File: src/rtl/tach_pkg.sv
package tach_pkg;

  localparam int RES_W        = 32;
  localparam int RES_DONE_BIT = 31;

  localparam logic [1:0] EDGE_FALL = 2'b00;
  localparam logic [1:0] EDGE_RISE = 2'b01;
  localparam logic [1:0] EDGE_BOTH = 2'b10;
  localparam logic [1:0] EDGE_NONE = 2'b11;

  typedef enum logic [1:0] {
    ST_IDLE,
    ST_ARMED,
    ST_MEAS,
    ST_DONE
  } tach_state_e;

endpackage

File: src/rtl/tach_edge_bank.sv
module tach_edge_bank #(
  parameter int NUM_CH = 16
) (
  input  logic              clk,
  input  logic              rst,
  input  logic [NUM_CH-1:0] tach_in,
  output logic [NUM_CH-1:0] rise,
  output logic [NUM_CH-1:0] fall
);

  // Per line: two synchronizer stages, then one history stage.
  for (genvar g = 0; g < NUM_CH; g++) begin : g_line
    logic [2:0] shr;

    always_ff @(posedge clk) begin
      if (rst) shr <= '0;
      else     shr <= {shr[1:0], tach_in[g]};
    end

    assign rise[g] =  shr[1] & ~shr[2];
    assign fall[g] = ~shr[1] &  shr[2];
  end

endmodule

File: src/rtl/tach_cfg_sel.sv
module tach_cfg_sel #(
  parameter int NUM_CH   = 16,
  parameter int SRC_W    = 3,
  parameter int NUM_PROF = 3,
  parameter int PSEL_W   = 2,
  parameter int DIV_W    = 2,
  parameter int UNIT_W   = 16
) (
  input  logic [$clog2(NUM_CH)-1:0]      ch_idx,
  input  logic [NUM_CH*SRC_W-1:0]        ch_src,
  input  logic [(1<<SRC_W)*PSEL_W-1:0]   pwm_prof,
  input  logic [NUM_PROF*2-1:0]          prof_mode,
  input  logic [NUM_PROF*DIV_W-1:0]      prof_div,
  input  logic [NUM_PROF*UNIT_W-1:0]     prof_unit,
  output logic [1:0]                     mode,
  output logic [DIV_W-1:0]               div,
  output logic [UNIT_W-1:0]              unit
);

  logic [SRC_W-1:0]  src;
  logic [PSEL_W-1:0] psel;
  int                pidx;

  // Channel -> PWM output -> profile; out-of-range profile falls back to 0.
  always_comb begin
    src  = ch_src[int'(ch_idx)*SRC_W +: SRC_W];
    psel = pwm_prof[int'(src)*PSEL_W +: PSEL_W];
    pidx = (int'(psel) < NUM_PROF) ? int'(psel) : 0;
    mode = prof_mode[pidx*2 +: 2];
    div  = prof_div[pidx*DIV_W +: DIV_W];
    unit = prof_unit[pidx*UNIT_W +: UNIT_W];
  end

endmodule

File: src/rtl/tach_prescaler.sv
module tach_prescaler #(
  parameter int DIV_W = 2
) (
  input  logic             clk,
  input  logic             rst,
  input  logic             clr,
  input  logic [DIV_W-1:0] div,
  input  logic             both,
  output logic             tick
);

  // Largest period is 4 << (2 * (2^DIV_W - 1)).
  localparam int PRE_W = 3 + 2 * ((1 << DIV_W) - 1);

  logic [PRE_W-1:0] pre_q;
  logic [PRE_W-1:0] limit;

  always_comb begin
    if (both) limit = (PRE_W'(2) << {div, 1'b0}) - 1'b1;
    else      limit = (PRE_W'(4) << {div, 1'b0}) - 1'b1;
    tick = !clr && (pre_q == limit);
  end

  always_ff @(posedge clk) begin
    if (rst || clr)          pre_q <= '0;
    else if (pre_q == limit) pre_q <= '0;
    else                     pre_q <= pre_q + 1'b1;
  end

  // a tick is always at least two cycles from the next one.
  assert_tick_gap_R5: assert property (@(posedge clk) disable iff (rst)
    (tick && !clr) |=> !tick);

endmodule

File: src/rtl/fan_tach_meter.sv
module fan_tach_meter
  import tach_pkg::*;
#(
  parameter int NUM_CH   = 16,
  parameter int SRC_W    = 3,
  parameter int NUM_PROF = 3,
  parameter int PSEL_W   = 2,
  parameter int DIV_W    = 2,
  parameter int UNIT_W   = 16,
  parameter int CNT_W    = 20
) (
  input  logic                           clk,
  input  logic                           rst,
  input  logic [NUM_CH-1:0]              tach_in,
  input  logic [NUM_CH-1:0]              ch_en,
  input  logic [NUM_CH*SRC_W-1:0]        ch_src,
  input  logic [(1<<SRC_W)*PSEL_W-1:0]   pwm_prof,
  input  logic [NUM_PROF*2-1:0]          prof_mode,
  input  logic [NUM_PROF*DIV_W-1:0]      prof_div,
  input  logic [NUM_PROF*UNIT_W-1:0]     prof_unit,
  input  logic                           trig_wr,
  input  logic [NUM_CH-1:0]              trig_data,
  output logic [RES_W-1:0]               result
);

  localparam int             IDX_W   = $clog2(NUM_CH);
  localparam logic [CNT_W-1:0] CNT_MAX = '1;

  function automatic logic [RES_W-1:0] pack_word(input logic [CNT_W-1:0] c);
    logic [RES_W-1:0] w;
    w = '0;
    w[RES_DONE_BIT] = 1'b1;
    w[CNT_W-1:0]    = c;
    return w;
  endfunction

  // ---------------- edge detection ----------------
  logic [NUM_CH-1:0] rise_v, fall_v;

  tach_edge_bank #(.NUM_CH(NUM_CH)) u_edges (
    .clk     (clk),
    .rst     (rst),
    .tach_in (tach_in),
    .rise    (rise_v),
    .fall    (fall_v)
  );

  // ---------------- trigger decode ----------------
  tach_state_e       state_q;
  logic              zero_seen_q;
  logic              trig_zero, trig_onehot, start_ok;
  logic [IDX_W-1:0]  trig_idx;

  always_comb begin
    trig_zero   = trig_wr && (trig_data == '0);
    trig_onehot = (trig_data != '0) && ((trig_data & (trig_data - 1'b1)) == '0);
    trig_idx    = '0;
    for (int i = 0; i < NUM_CH; i++)
      if (trig_data[i]) trig_idx = IDX_W'(i);
    start_ok = trig_wr && trig_onehot && zero_seen_q &&
               ((ch_en & trig_data) != '0) && (state_q == ST_IDLE);
  end

  // ---------------- profile lookup ----------------
  logic [1:0]        sel_mode;
  logic [DIV_W-1:0]  sel_div;
  logic [UNIT_W-1:0] sel_unit;

  tach_cfg_sel #(
    .NUM_CH(NUM_CH), .SRC_W(SRC_W), .NUM_PROF(NUM_PROF),
    .PSEL_W(PSEL_W), .DIV_W(DIV_W), .UNIT_W(UNIT_W)
  ) u_cfg (
    .ch_idx    (trig_idx),
    .ch_src    (ch_src),
    .pwm_prof  (pwm_prof),
    .prof_mode (prof_mode),
    .prof_div  (prof_div),
    .prof_unit (prof_unit),
    .mode      (sel_mode),
    .div       (sel_div),
    .unit      (sel_unit)
  );

  // ---------------- captured configuration ----------------
  logic [IDX_W-1:0]  ch_q;
  logic [1:0]        mode_q;
  logic [DIV_W-1:0]  div_q;
  logic [UNIT_W-1:0] unit_q;

  // ---------------- tick generation ----------------
  logic active, tick;

  assign active = (state_q == ST_ARMED) || (state_q == ST_MEAS);

  tach_prescaler #(.DIV_W(DIV_W)) u_pre (
    .clk  (clk),
    .rst  (rst),
    .clr  (!active),
    .div  (div_q),
    .both (mode_q == EDGE_BOTH),
    .tick (tick)
  );

  // ---------------- measurement ----------------
  logic [UNIT_W-1:0] win_q;
  logic [CNT_W-1:0]  cnt_q, cnt_inc;
  logic              half_q;
  logic              qedge, win_exp, finish;

  always_comb begin
    case (mode_q)
      EDGE_FALL: qedge = fall_v[ch_q];
      EDGE_RISE: qedge = rise_v[ch_q];
      EDGE_BOTH: qedge = rise_v[ch_q] | fall_v[ch_q];
      default:   qedge = 1'b0;
    endcase
    win_exp = tick && (win_q >= unit_q);
    cnt_inc = (tick && (cnt_q != CNT_MAX)) ? cnt_q + 1'b1 : cnt_q;
    finish  = qedge && ((mode_q != EDGE_BOTH) || half_q);
  end

  always_ff @(posedge clk) begin
    if (rst) begin
      state_q     <= ST_IDLE;
      zero_seen_q <= 1'b0;
      result      <= '0;
      cnt_q       <= '0;
      win_q       <= '0;
      half_q      <= 1'b0;
      ch_q        <= '0;
      mode_q      <= EDGE_FALL;
      div_q       <= '0;
      unit_q      <= '0;
    end else if (trig_zero) begin
      zero_seen_q <= 1'b1;
      state_q     <= ST_IDLE;
      result      <= '0;
      cnt_q       <= '0;
      win_q       <= '0;
      half_q      <= 1'b0;
    end else if (start_ok) begin
      zero_seen_q <= 1'b0;
      state_q     <= ST_ARMED;
      ch_q        <= trig_idx;
      mode_q      <= sel_mode;
      div_q       <= sel_div;
      unit_q      <= sel_unit;
      cnt_q       <= '0;
      win_q       <= '0;
      half_q      <= 1'b0;
    end else begin
      if (active && tick) win_q <= win_q + 1'b1;
      case (state_q)
        ST_ARMED: begin
          if (win_exp) begin
            result  <= pack_word('0);
            state_q <= ST_DONE;
          end else if (qedge) begin
            state_q <= ST_MEAS;
            cnt_q   <= '0;
            half_q  <= 1'b0;
          end
        end
        ST_MEAS: begin
          if (finish) begin
            result  <= pack_word(cnt_inc);
            state_q <= ST_DONE;
          end else if (win_exp) begin
            result  <= pack_word('0);
            state_q <= ST_DONE;
          end else begin
            cnt_q <= cnt_inc;
            if (qedge) half_q <= 1'b1;
          end
        end
        default: ;
      endcase
    end
  end

  // ---------------- assertions ----------------
  assert_idle_hold_R2: assert property (@(posedge clk) disable iff (rst)
    (state_q == ST_IDLE && !(trig_wr && trig_onehot && zero_seen_q))
      |=> (state_q == ST_IDLE));

  assert_zero_clears_R3: assert property (@(posedge clk) disable iff (rst)
    (trig_wr && trig_data == '0) |=> (result == '0 && state_q == ST_IDLE));

  assert_armed_posts_zero_R8: assert property (@(posedge clk) disable iff (rst)
    (state_q == ST_ARMED && !trig_zero)
      |=> (!result[RES_DONE_BIT] || result[CNT_W-1:0] == '0));

  assert_count_sat_R10: assert property (@(posedge clk) disable iff (rst)
    (state_q == ST_MEAS && cnt_q == CNT_MAX && !trig_zero)
      |=> (cnt_q == CNT_MAX || state_q != ST_MEAS));

  assert_done_hold_R11: assert property (@(posedge clk) disable iff (rst)
    (result[RES_DONE_BIT] && !(trig_wr && trig_data == '0))
      |=> (result[RES_DONE_BIT] && $stable(result)));

endmodule

File: config.mk
export PLATFORM = sky130hd
export DESIGN_NAME = fan_tach_meter
export DESIGN_NICKNAME = d
export VERILOG_FILES = /design/src/rtl/tach_pkg.sv /design/src/rtl/tach_edge_bank.sv /design/src/rtl/tach_cfg_sel.sv /design/src/rtl/tach_prescaler.sv /design/src/rtl/fan_tach_meter.sv
export SDC_FILE = /design/constraint.sdc
export NUM_CORES = 1
export LEC_CHECK = 0
export ABC_AREA = 1
export BUFFER_PORTS_ARGS = -buffer_cell sky130_fd_sc_hd__buf_2
export CAP_MARGIN = 10
export CORE_ASPECT_RATIO = 1.75
export CORE_MARGIN = 2
export CORE_UTILIZATION = 56
export CTS_CLUSTER_SIZE = 25
export DETAILED_ROUTE_END_ITERATION = 12
export PLACE_DENSITY = 0.87
export SYNTH_ARGS = -nofsm -noshare
export SYNTH_HDL_FRONTEND = slang
export SYNTH_HIERARCHICAL = 1
export SYNTH_SLANG_ARGS = --single-unit
File: constraint.sdc
create_clock -name clk -period 4.7 [get_ports clk]
set_input_delay 0.47 -clock clk [delete_from_list [all_inputs] [get_ports clk]]
set_output_delay 0.47 -clock clk [all_outputs]
set_load 0.005 [all_outputs]
# Word level (Yosys, flattened, before mapping)
# Cells that the tools add are included.
word_totals:
  reg_bits: 153
  in_bits: 175
  wordCells: 208
classes:
  addsub: 6
  mul: 1
  magnitude_cmp: 3
  n_eq_ne: 16
  shifts: 7
  n_mux: 45
  n_bitwise: 69
  n_reduce_logical: 33
op_table:
  columns: ["op", "n"]
  rows:
  - ["20-bit two-way mux", 5]
  - ["32-bit two-way mux", 2]
  - ["32-bit one-hot mux with 2 select lines", 1]
  - ["6-bit by 32-bit variable part select with 2-bit output", 2]
  - ["4-bit two-way mux", 14]
  - ["48-bit by 32-bit variable part select with 16-bit output", 1]
  - ["48-bit by 32-bit variable part select with 3-bit output", 1]
  - ["20-bit one-hot mux with 2 select lines", 1]
  - ["1-bit NOT", 34]
  - ["1-bit AND", 32]
  - ["16-bit AND", 2]
  - ["16-bit logical NOT", 2]
  - ["16-bit nonzero test", 2]
  - ["20-bit by 1-bit adder with 20-bit output, second input constant", 1]
  - ["20-bit != test, second input constant", 1]
  - ["9-bit by 1-bit subtractor with 9-bit output, second input constant", 2]
  - ["16-bit by 1-bit adder with 16-bit output, second input constant", 1]
  - ["16-bit >= comparator", 1]
  - ["16-bit by 5-bit variable part select with 2-bit output", 1]
  - ["16-bit by 1-bit subtractor with 16-bit output, second input constant", 1]
  - ["2-bit != test, second input constant", 6]
  - ["1-bit logical AND", 11]
  - ["1-bit two-way mux", 11]
  - ["2-bit two-way mux", 5]
  - ["28 further kinds", 40]

# Logic depth before layout (Yosys ltp)
# Gate-level depths: netlist of the first run.
logic_depth:
  ltp_word: 21
  mapped_depth: 32
  ltp_nobuf: 30

# By module
# Netlist of the first run, hierarchy kept.
modules_own_cells:
  columns: ["mod", "n_inst", "cells_each", "area_each_um2", "seq_area_each_um2"]
  rows:
  - ["fan_tach_meter", 1, 998, 6090.8, 1921.8]
  - ["tach_edge_bank", 1, 197, 1545.2, 960.9]
  - ["tach_cfg_sel", 1, 304, 1422.6, 0.0]
  - ["tach_prescaler", 1, 103, 638.1, 180.2]

# Worst setup path before layout of the first run
# OpenSTA, ideal clock, no wires.
synth_path:
  path_kind: "register to register"
  startpoint: "register mode_q[1]"
  endpoint: "register win_q[14]"
  setup_time_ns: 0.117
  arrival_time_ns: 3.127
  required_time_ns: 4.583
  slack_ns: 1.456
  stages_incl_launch_ff: 24
  path_buffers: 2
  path_cell_list: "dfxtp_1 inv_1 nor2_1 inv_1 nor3_1 inv_1 ha_1 clkbuf_2 nand3_1 nand2_1 o21bai_1 nand2_1 nor2_1 nand2_2 nor2_1 buf_4 nand2_1 nor2_2 nand3_1 or3_1 nor2_1 nand2_1 xor2_1 nor2_1"
synth_between:
  elab_chain_cells: 5
synth_lines:
  columns: ["element", "line_no", "source"]
  rows:
  - ["start, declared", "fan_tach_meter.sv:86", "logic [1:0] mode_q;"]
  - ["start signal, assigned", "fan_tach_meter.sv:145", "mode_q <= sel_mode;"]
  - ["2-bit equality test", "fan_tach_meter.sv:100", ".both (mode_q == EDGE_BOTH),"]
  - ["9-bit two-way mux", "tach_prescaler.sv:19", "if (both) limit = (PRE_W'(2) << {div, 1'b0}) - 1'b1;"]
  - ["9-bit equality test", "tach_prescaler.sv:21", "tick = !clr && (pre_q == limit);"]
  - ["1-bit logical AND", "tach_prescaler.sv:21", null]
  - ["net tick", "fan_tach_meter.sv:91", "logic active, tick;"]
  - ["1-bit logical AND", "fan_tach_meter.sv:152", "if (active && tick) win_q <= win_q + 1'b1;"]
  - ["end signal, assigned", "fan_tach_meter.sv:152", null]
  - ["end, declared", "fan_tach_meter.sv:105", "logic [UNIT_W-1:0] win_q;"]
# The timed path passes the listed nets, and every way through them passes these cells.
# A chain may end at the register's enable or synchronous reset.

# Worst setup path in the final report of the first run
# Ends and elaborated chain as after synthesis.

==> metrics.yaml, run 1 <==
setup_path:
  worstSetupPathType: "reg2reg"
  cp_max_fo: 9
  critical_path.top_delay_family: "simple AND/OR/NAND/NOR gates"
  worst_ep_required_time_ns: 4.99
  cp_cell_sequence: "inv_1 > nor2_1 > inv_1 > nor3_1 > inv_1 > ha_1 > nand3_1 > nand2_1 > o21bai_1 > nand2_1 > nor2_1 > nand2_2 > nor2_1 > buf_4 > nand2_1 > nor2_2 > nand3_1 > or3_1 > nor2_1 > nand2_1 > xor2_1 > nor2_1"
  endpoint_kind: "flip-flop"
  path_buf_inv: 4
  crit_top_cell: "nor2_1"
  cp.arrival_ns: 4.28
  slowest_stage: "nor2_1"
  cp_slowest_stage_delay_ns: 0.39
  cp-start-kind: "flip-flop"
yosys:
  synth.area.mux_share: 0
  synthAdderAreaFrac: 0.0297
  ys_warn_count: 6
  synth.cell_area_mm2: 0.00970
  synthArstFlopShare: 0
  ys_seq_area_frac: 0.316
  netlist-cell-type-count: 44
  synthSimpleGateAreaFrac: 0.434
  synth_top_family_by_area: "simple AND/OR/NAND/NOR gates"
  synthFlopType: "dfxtp_1"
  synth_fp_nets: 1800
  syn_inst: 1602
  synth-compound-area-share: 0.0515
  synth-seq-cells: 153
  synth_edf_count: 0
  avgSynthCellArea_um2: 6.05
  synth-xor-area-share: 0.0217
routing:
  vias: 10400
  drc: 0
  dr.pass1.iters: 7
  routed.top_layer: "met5"
  wirelength_um: 28500
  via_per_inst: 5.19
  met3_length_um: 2330
  wirelength_met1_um: 9660
  drt_iter0_drc: 573
  wl_met2_um: 14400
  wl_per_cell_um: 14.1
  ant_nets: 0
place:
  dpl_cell_area_mm2: 0.0107
  dp_hpwl_um: 21100
  port_buffers: 206
  gp_congestion: 0.978
floorplanning:
  io_pins: 207
  dieArea_mm2: 0.0184
  core_region_area_mm2: 0.0169
  die_x_um: 103
  start_util: 0.572
  die_h_um: 178
  rows: 63
timing:
  drv_slew: 0
  max_freq_mhz: 251
  worstMarginPinSlew_ns: 0.899
  skew_ns: 0.00816
  slew-limit-headroom: 0.399
  finalSetupViolCount: 0
  hold_viol: 0
  fin_setup_tns_ns: 0
  finalCritPeriodShare: 0.848
  min_period_ns: 3.99
  rsz0062_at_grt: "false"
clocking:
  post-cts-setup-buffers: 0
  cts_resized: 0
  clk_latency_ns: 0.42
  numCtsBuffers: 17
  cts-root-buf: "clkbuf_16"
  cts_max_level: 4
  cts_sinks: 153
  postCtsHoldBufs: 0
  cts_tree: "built"
  clk_path_buf_depth: 2
  path_clk_slew_ns: 0.06
final_layout:
  fin_area_mm2: 0.0112
  syn_to_final_growth_pct: 16.0
  fill_cells: 1500
  layout.nets: 1973
  antenna_cells: 0
  layout.area.seq_mm2: 0.00306
  final_cell_mix: "433 x nand2_1, 265 x nor2_1, 255 x inv_1, 212 x nand3_1, 206 x buf_2"
  multi_input_area_mm2: 0.00521
  final_common_cell: "nand2_1"
  layout-drive-gt1-share: 0.161
pwr:
  intPower_mw: 2.49
  p_comb_frac: 0.226
  power.share.switching: 0.308
  power_leakage_nw: 5.84
  seqPwrFrac: 0.404
  p_switching_mw: 1.11
  ir_worst_vdd_mv: 0.379
  power_density_mw_per_mm2: 320
  power_frac_clock: 0.371
global_route:
  overflow: 0
  antenna_found_initial: 1
  grt_use_total: 0.314
  grt_pass1_wl_um: 45200
  grt_max_degree: 51
  grt_pass1_vias: 9957
hold_path:
  min_path_type: "in2reg"
run_status:
  outcome: "complete, no violations"
flow_run:
  max_cap_viol_count: 0
area by class of cell:
cell class                      instances  share of cell area
Multi-Input combinational cell       1120               0.463
Sequential cell                       153               0.272
Timing Repair Buffer                  216              0.0984
Inverter                              267              0.0900
Clock buffer                           23              0.0425
Tap cell                              227              0.0253
Clock inverter                          7             0.00823
path summary, 6_finish.rpt:
kind | end | depth (start not counted) | from | slack (ns)
hold / removal | u_edges/g_line[0].shr[0] | 3 | tach_in[0] | 0.25
setup / recovery | win_q[14] | 22 | mode_q[1] | 0.71
hold reg to reg | u_edges/g_line[5].shr[1] | 2 | u_edges/g_line[5].shr[0] | 0.40
setup reg to reg | win_q[14] | 22 | mode_q[1] | 0.71
metal layers:
layer,vias to the layer above,track usage
met4,2,0.233
met5,-,0
met1,4644,0.289
met2,421,0.557
li1,5256,-
met3,124,0.0987
sequential cells by signal, indices dropped and copies added, names as in the netlist:
register	cells
cnt_q	20
mode_q	2
ch_q	4
unit_q	16
u_edges/g_line.shr	48
div_q	2
result	32
half_q	1
state_q	2
u_pre/pre_q	9
win_q	16
zero_seen_q	1
kinds of logic after synthesis:
| family | Yosys count |
|---|---|
| AOI/OAI and AO/OA | 91 |
| buffers and inverters | 329 |
| and+or+nand+nor | 982 |
| DFF | 153 |
| xor gates and xnor gates | 24 |
| adders and majority gates | 23 |
worst min-delay path: stages:
cell,delay (ns)
buf_2,0.07
inv_1,0.03
nor2_1,0.06
Yosys cell counts, types with 3 or more instances:
| library cell | n | area [um2] |
|---|---|---|
| a211oi_1 | 5 | 37.5 |
| a21oi_1 | 30 | 150 |
| a31oi_1 | 3 | 18.8 |
| and2_1 | 3 | 18.8 |
| buf_2 | 25 | 125 |
| buf_4 | 13 | 97.6 |
| buf_6 | 13 | 146 |
| clkbuf_1 | 7 | 26.3 |
| dfxtp_1 | 153 | 3060 |
| ha_1 | 23 | 288 |
| inv_1 | 255 | 957 |
| inv_2 | 9 | 33.8 |
| nand2_1 | 433 | 1630 |
| nand2_2 | 7 | 43.8 |
| nand2_4 | 3 | 33.8 |
| nand3_1 | 212 | 1060 |
| nand3_2 | 5 | 50.1 |
| nand3b_1 | 6 | 45.0 |
| nand4_1 | 13 | 81.3 |
| nor2_1 | 265 | 995 |
| nor2_2 | 8 | 50.1 |
| nor3_1 | 9 | 45.0 |
| o21ai_0 | 40 | 200 |
| o21ai_1 | 4 | 20.0 |
| or2_1 | 5 | 31.3 |
| or2_2 | 4 | 25.0 |
| xnor2_1 | 5 | 43.8 |
| xor2_1 | 19 | 166 |
per-stage QoR:
stage / instances / setup slack [ns] / power, mW / hold slack [ns] / utilization
after floorplan: 1602 / 1.46 / 2.04 / 0.388 / -
after global placement: 1983 / 0.655 / 2.24 / 0.389 / 0.630
after detailed placement: 1983 / 0.513 / 2.27 / 0.395 / 0.630
after CTS: 2013 / 0.756 / 3.60 / 0.236 / 0.663
after global routing: 2013 / 0.347 / 3.79 / 0.239 / 0.663
final: 2013 / 0.713 / 3.59 / 0.248 / 0.663
power groups by stage:
stage / Combinational [mW] / Clock [mW] / Sequential (mW)
floorplan: 0.581 / 0 / 1.46
global placement: 0.772 / 0 / 1.47
detailed placement: 0.793 / 0 / 1.47
CTS: 0.802 / 1.35 / 1.45
global route: 0.923 / 1.41 / 1.46
finish: 0.812 / 1.33 / 1.45
Note: power is estimated with default switching activity, not from simulation.
==> run 2, diff against run 1 <==
--- a/config.mk
+++ b/config.mk
@@ -5,15 +5,15 @@
 export SDC_FILE = /design/constraint.sdc
 export NUM_CORES = 1
 export LEC_CHECK = 0
-export ABC_AREA = 1
+export ABC_AREA = 0
 export BUFFER_PORTS_ARGS = -buffer_cell sky130_fd_sc_hd__buf_2
 export CAP_MARGIN = 10
 export CORE_ASPECT_RATIO = 1.75
 export CORE_MARGIN = 2
-export CORE_UTILIZATION = 56
+export CORE_UTILIZATION = 54
 export CTS_CLUSTER_SIZE = 25
 export DETAILED_ROUTE_END_ITERATION = 12
-export PLACE_DENSITY = 0.87
+export PLACE_DENSITY = 0.85
 export SYNTH_ARGS = -nofsm -noshare
 export SYNTH_HDL_FRONTEND = slang
 export SYNTH_HIERARCHICAL = 1
==> constraint.sdc (replaced) <==
create_clock -name clk -period 3.9 [get_ports clk]
set_input_delay 0.39 -clock clk [delete_from_list [all_inputs] [get_ports clk]]
set_output_delay 0.39 -clock clk [all_outputs]
set_load 0.005 [all_outputs]
==> metrics.yaml, run 2 <==
run_status:
  outcome: "complete, no violations"  # unchanged
global_route:
  grt_pass1_wl_um: 39400  # was 45200 um
  grt_use_total: 0.295  # was 0.314
  grt_pass1_vias: 8227  # was 9957
  antenna_found_initial: 1  # unchanged
  grt_max_degree: 56  # was 51
  overflow: 0  # unchanged
routing:
  drc: 0  # unchanged
  vias: 8252  # was 10400
  via_per_inst: 5.98  # was 5.19
  dr.pass1.iters: 5  # was 7
  wirelength_um: 25700  # was 28500 um
  ant_nets: 0  # unchanged
  wl_per_cell_um: 18.6  # was 14.1 um
  drt_iter0_drc: 453  # was 573
setup_path:
  cp_max_fo: 10  # was 9
  worstSetupPathType: "in2reg"  # was reg2reg
  cp-start-kind: "primary input"  # was flip-flop
  worst_ep_required_time_ns: 4.21  # was 4.99 ns
  r2r_cells: 12  # was 22
  crit-reg2reg-launch: "mode_q[1]"  # unchanged
  endpoint_kind: "flip-flop"  # unchanged
  r2r_slack_ns: 0.23  # was 0.71 ns
  cp.arrival_ns: 4.05  # was 4.28 ns
  r2r_end: "cnt_q[17]"  # was win_q[14]
floorplanning:
  io_pins: 207  # unchanged
  die_h_um: 171  # was 178 um
  core_region_area_mm2: 0.0158  # was 0.0169 mm2
  rows: 61  # was 63
  dieArea_mm2: 0.0171  # was 0.0184 mm2
  start_util: 0.547  # was 0.572
  die_x_um: 99.6  # was 103 um
clocking:
  post-cts-setup-buffers: 0  # unchanged
  clk_path_buf_depth: 2  # unchanged
  cts_tree: "built"  # unchanged
  postCtsHoldBufs: 0  # unchanged
  numCtsBuffers: 17  # unchanged
  cts_sinks: 153  # unchanged
  clk_latency_ns: 0.43  # was 0.42 ns
  cts-root-buf: "clkbuf_16"  # unchanged
  path_clk_slew_ns: 0.06  # about the same
  cts_max_level: 4  # unchanged
pwr:
  power_leakage_nw: 4.36  # was 5.84 nW
  p_comb_frac: 0.148  # was 0.226
  intPower_mw: 2.84  # was 2.49 mW
  power_density_mw_per_mm2: 354  # was 320 mW/mm2
  power_frac_clock: 0.433  # was 0.371
  power.share.switching: 0.253  # was 0.308
  seqPwrFrac: 0.419  # was 0.404
  p_switching_mw: 0.964  # was 1.11 mW
  ir_worst_vdd_mv: 0.297  # was 0.379 mV
final_layout:
  top_regs: "u_edges/g_line.shr (48), result (32), cnt_q (20)"  # unchanged
  largest_register_ffs: 48  # unchanged
  layout-drive-gt1-share: 0.296  # was 0.161
  stdcell_count: 1381  # was 2013
  final_cell_mix: "206 x buf_2, 153 x dfxtp_1, 101 x nor2b_1, 67 x nor2_1, 63 x buf_4"  # was 433 x nand2_1, 265 x nor2_1, 255 x inv_1, 212 x nand3_1, 206 x buf_2
  layout.nets: 1377  # was 1973
  final_common_cell: "buf_2"  # was nand2_1
  fin_area_mm2: 0.0108  # was 0.0112 mm2
  antenna_cells: 0  # unchanged
  regMostFlops: "u_edges/g_line.shr"  # unchanged
  syn_to_final_growth_pct: 24.5  # was 16.0%
hold_path:
  whs_endpoint: "u_edges/g_line[15].shr[0]"  # was u_edges/g_line[0].shr[0]
  min_path_type: "in2reg"  # unchanged
  worst_hold_path.num_cells: 2  # was 3
  worstHoldStart: "tach_in[15]"  # was tach_in[0]
timing:
  worstMarginPinSlew_ns: 0.897  # was 0.899 ns
  finalCritPeriodShare: 0.961
  max_freq_mhz: 267
  min_period_ns: 3.75
  rsz0062_at_grt: "false"  # unchanged
  slew-limit-headroom: 0.402  # was 0.399
  drv_slew: 0  # unchanged
  skew_ns: 0.00923  # was 0.00816 ns
  finalSetupViolCount: 0  # unchanged
  hold_viol: 0  # unchanged
yosys:
  netlist-cell-type-count: 80  # was 44
  synthFlopType: "dfxtp_1"  # unchanged
  synth-seq-cells: 153  # unchanged
  synth_fp_nets: 1142  # was 1800
  yosysMostFrequentCell: "dfxtp_1"  # was nand2_1
  synth_edf_count: 0  # unchanged
  ys_warn_count: 6  # unchanged
  syn_inst: 944  # was 1602
  ys_seq_area_frac: 0.355  # was 0.316
  synth_top_area_share: 0.355  # was 0.316
  yosys-top-cells-area: "dfxtp_1 35%, nor2b_1 7.3%, mux4_2 5.0%"  # was dfxtp_1 32%, nand2_1 17%, nand3_1 11%
  synth_common_cells: "153 x dfxtp_1, 101 x nor2b_1, 68 x nor2_1"  # was 433 x nand2_1, 265 x nor2_1, 255 x inv_1
  synthArstFlopShare: 0  # unchanged
  avgSynthCellArea_um2: 9.15  # was 6.05 um2
  synth.cell_area_mm2: 0.00863  # was 0.00970 mm2
  synth_largest_area_cell: "dfxtp_1"  # unchanged
place:
  port_buffers: 206  # unchanged
  dp_hpwl_um: 20000  # was 21100 um
  dpl_cell_area_mm2: 0.0101  # was 0.0107 mm2
  dp.cells: 1347  # was 1983
  gp_congestion: 0.941  # was 0.978
flow_run:
  max_cap_viol_count: 0  # unchanged
-- run 2: cell types whose count changed in the layout (fill, tap and decap cells not counted), sizes merged, moves of 24 or more --
cell,before,now
buf,216,271
nor2b,0,101
a22o,2,26
nor2,273,68
inv,268,39
nand3,219,24
nand2,443,43
-- run 2: critical path, stage by stage --
cell and delay [ns]:
buf_2 0.11, buf_4 0.15, o21bai_1 0.13, a21oi_1 0.09, o21bai_1 0.13, a21oi_1 0.09
o31ai_2 0.17, buf_4 0.19, buf_4 0.15, mux4_2 0.51, mux4_2 0.55, or2_1 0.29
a21oi_1 0.35, a211oi_2 0.18, or2_1 0.25, o221a_1 0.12, a22o_1 0.21
-- run 2: layout make-up --
class,count,area [um2]
sequential,153,3060
timing repair buffer,271,1540
inverter,36,135
tap,189,236
clock buffer,20,457
multi-input combinational,700,5190
clock inverter,12,139
fill,1235,5050
-- run 2: cell families (layout without fill, tap and decap cells) --
kind of cell               count (synthesis)  count (layout)  synth area share
AOI/OAI and AO/OA                        222             223             0.199
xor gates and xnor gates                  44              44            0.0446
adders and majority gates                 23              23            0.0333
buffers and inverters                     92             339            0.0509
DFF                                      153             153             0.355
muxes                                     42              42            0.0767
and+or+nand+nor                          368             368             0.241
-- run 2: worst max path at each step --
stage,start,to,slack (ns),depth (start not counted)
2_1_floorplan,mode_q[0],cnt_q[12],0.04,15
3_3_place_gp,trig_data[7],unit_q[0],-0.39,12
3_5_place_dp,trig_data[7],unit_q[0],-0.44,14
4_1_cts,trig_data[7],unit_q[0],0.001,12
5_1_grt,trig_data[4],unit_q[0],0.002,18
6_report,trig_data[4],unit_q[10],0.15,17
-- run 2: power groups by stage --
stage | combinational [mW] | clock, mW | sequential, mW
CTS | 0.546 | 1.67 | 1.59
finish | 0.564 | 1.65 | 1.59
global route | 0.601 | 1.73 | 1.60
global placement | 0.526 | 0 | 1.63
floorplan | 0.317 | 0 | 1.63
detailed placement | 0.539 | 0 | 1.63
-- run 2: through the flow --
step | utilization | setup TNS, ns | setup WS, ns | total power [mW] | hold WS [ns]
finish | 0.681 | 0 | 0.151 | 3.81 | 0.174
detailed placement | 0.640 | -8.05 | -0.443 | 2.17 | 0.420
global route | 0.681 | 0 | 0.00209 | 3.93 | 0.172
floorplan | - | 0 | 0.0423 | 1.94 | 0.414
global placement | 0.640 | -6.91 | -0.388 | 2.15 | 0.417
CTS | 0.678 | 0 | 0.00122 | 3.81 | 0.161
-- run 2: routing by layer --
metal | track usage | vias to the layer above | share of wire
met5 | 0 | - | 0.00043
li1 | - | 3901 | -
met3 | 0.0601 | 110 | 0.056
met1 | 0.270 | 3877 | 0.33
met4 | 0.216 | 2 | 0.072
met2 | 0.560 | 362 | 0.54
-- run 2: what timing repair did --
action                     4_1_cts  5_1_grt
pin swaps                        0        1
setup endpoints to repair        2       18
gates cloned                     0        1
gates resized for setup          1        4
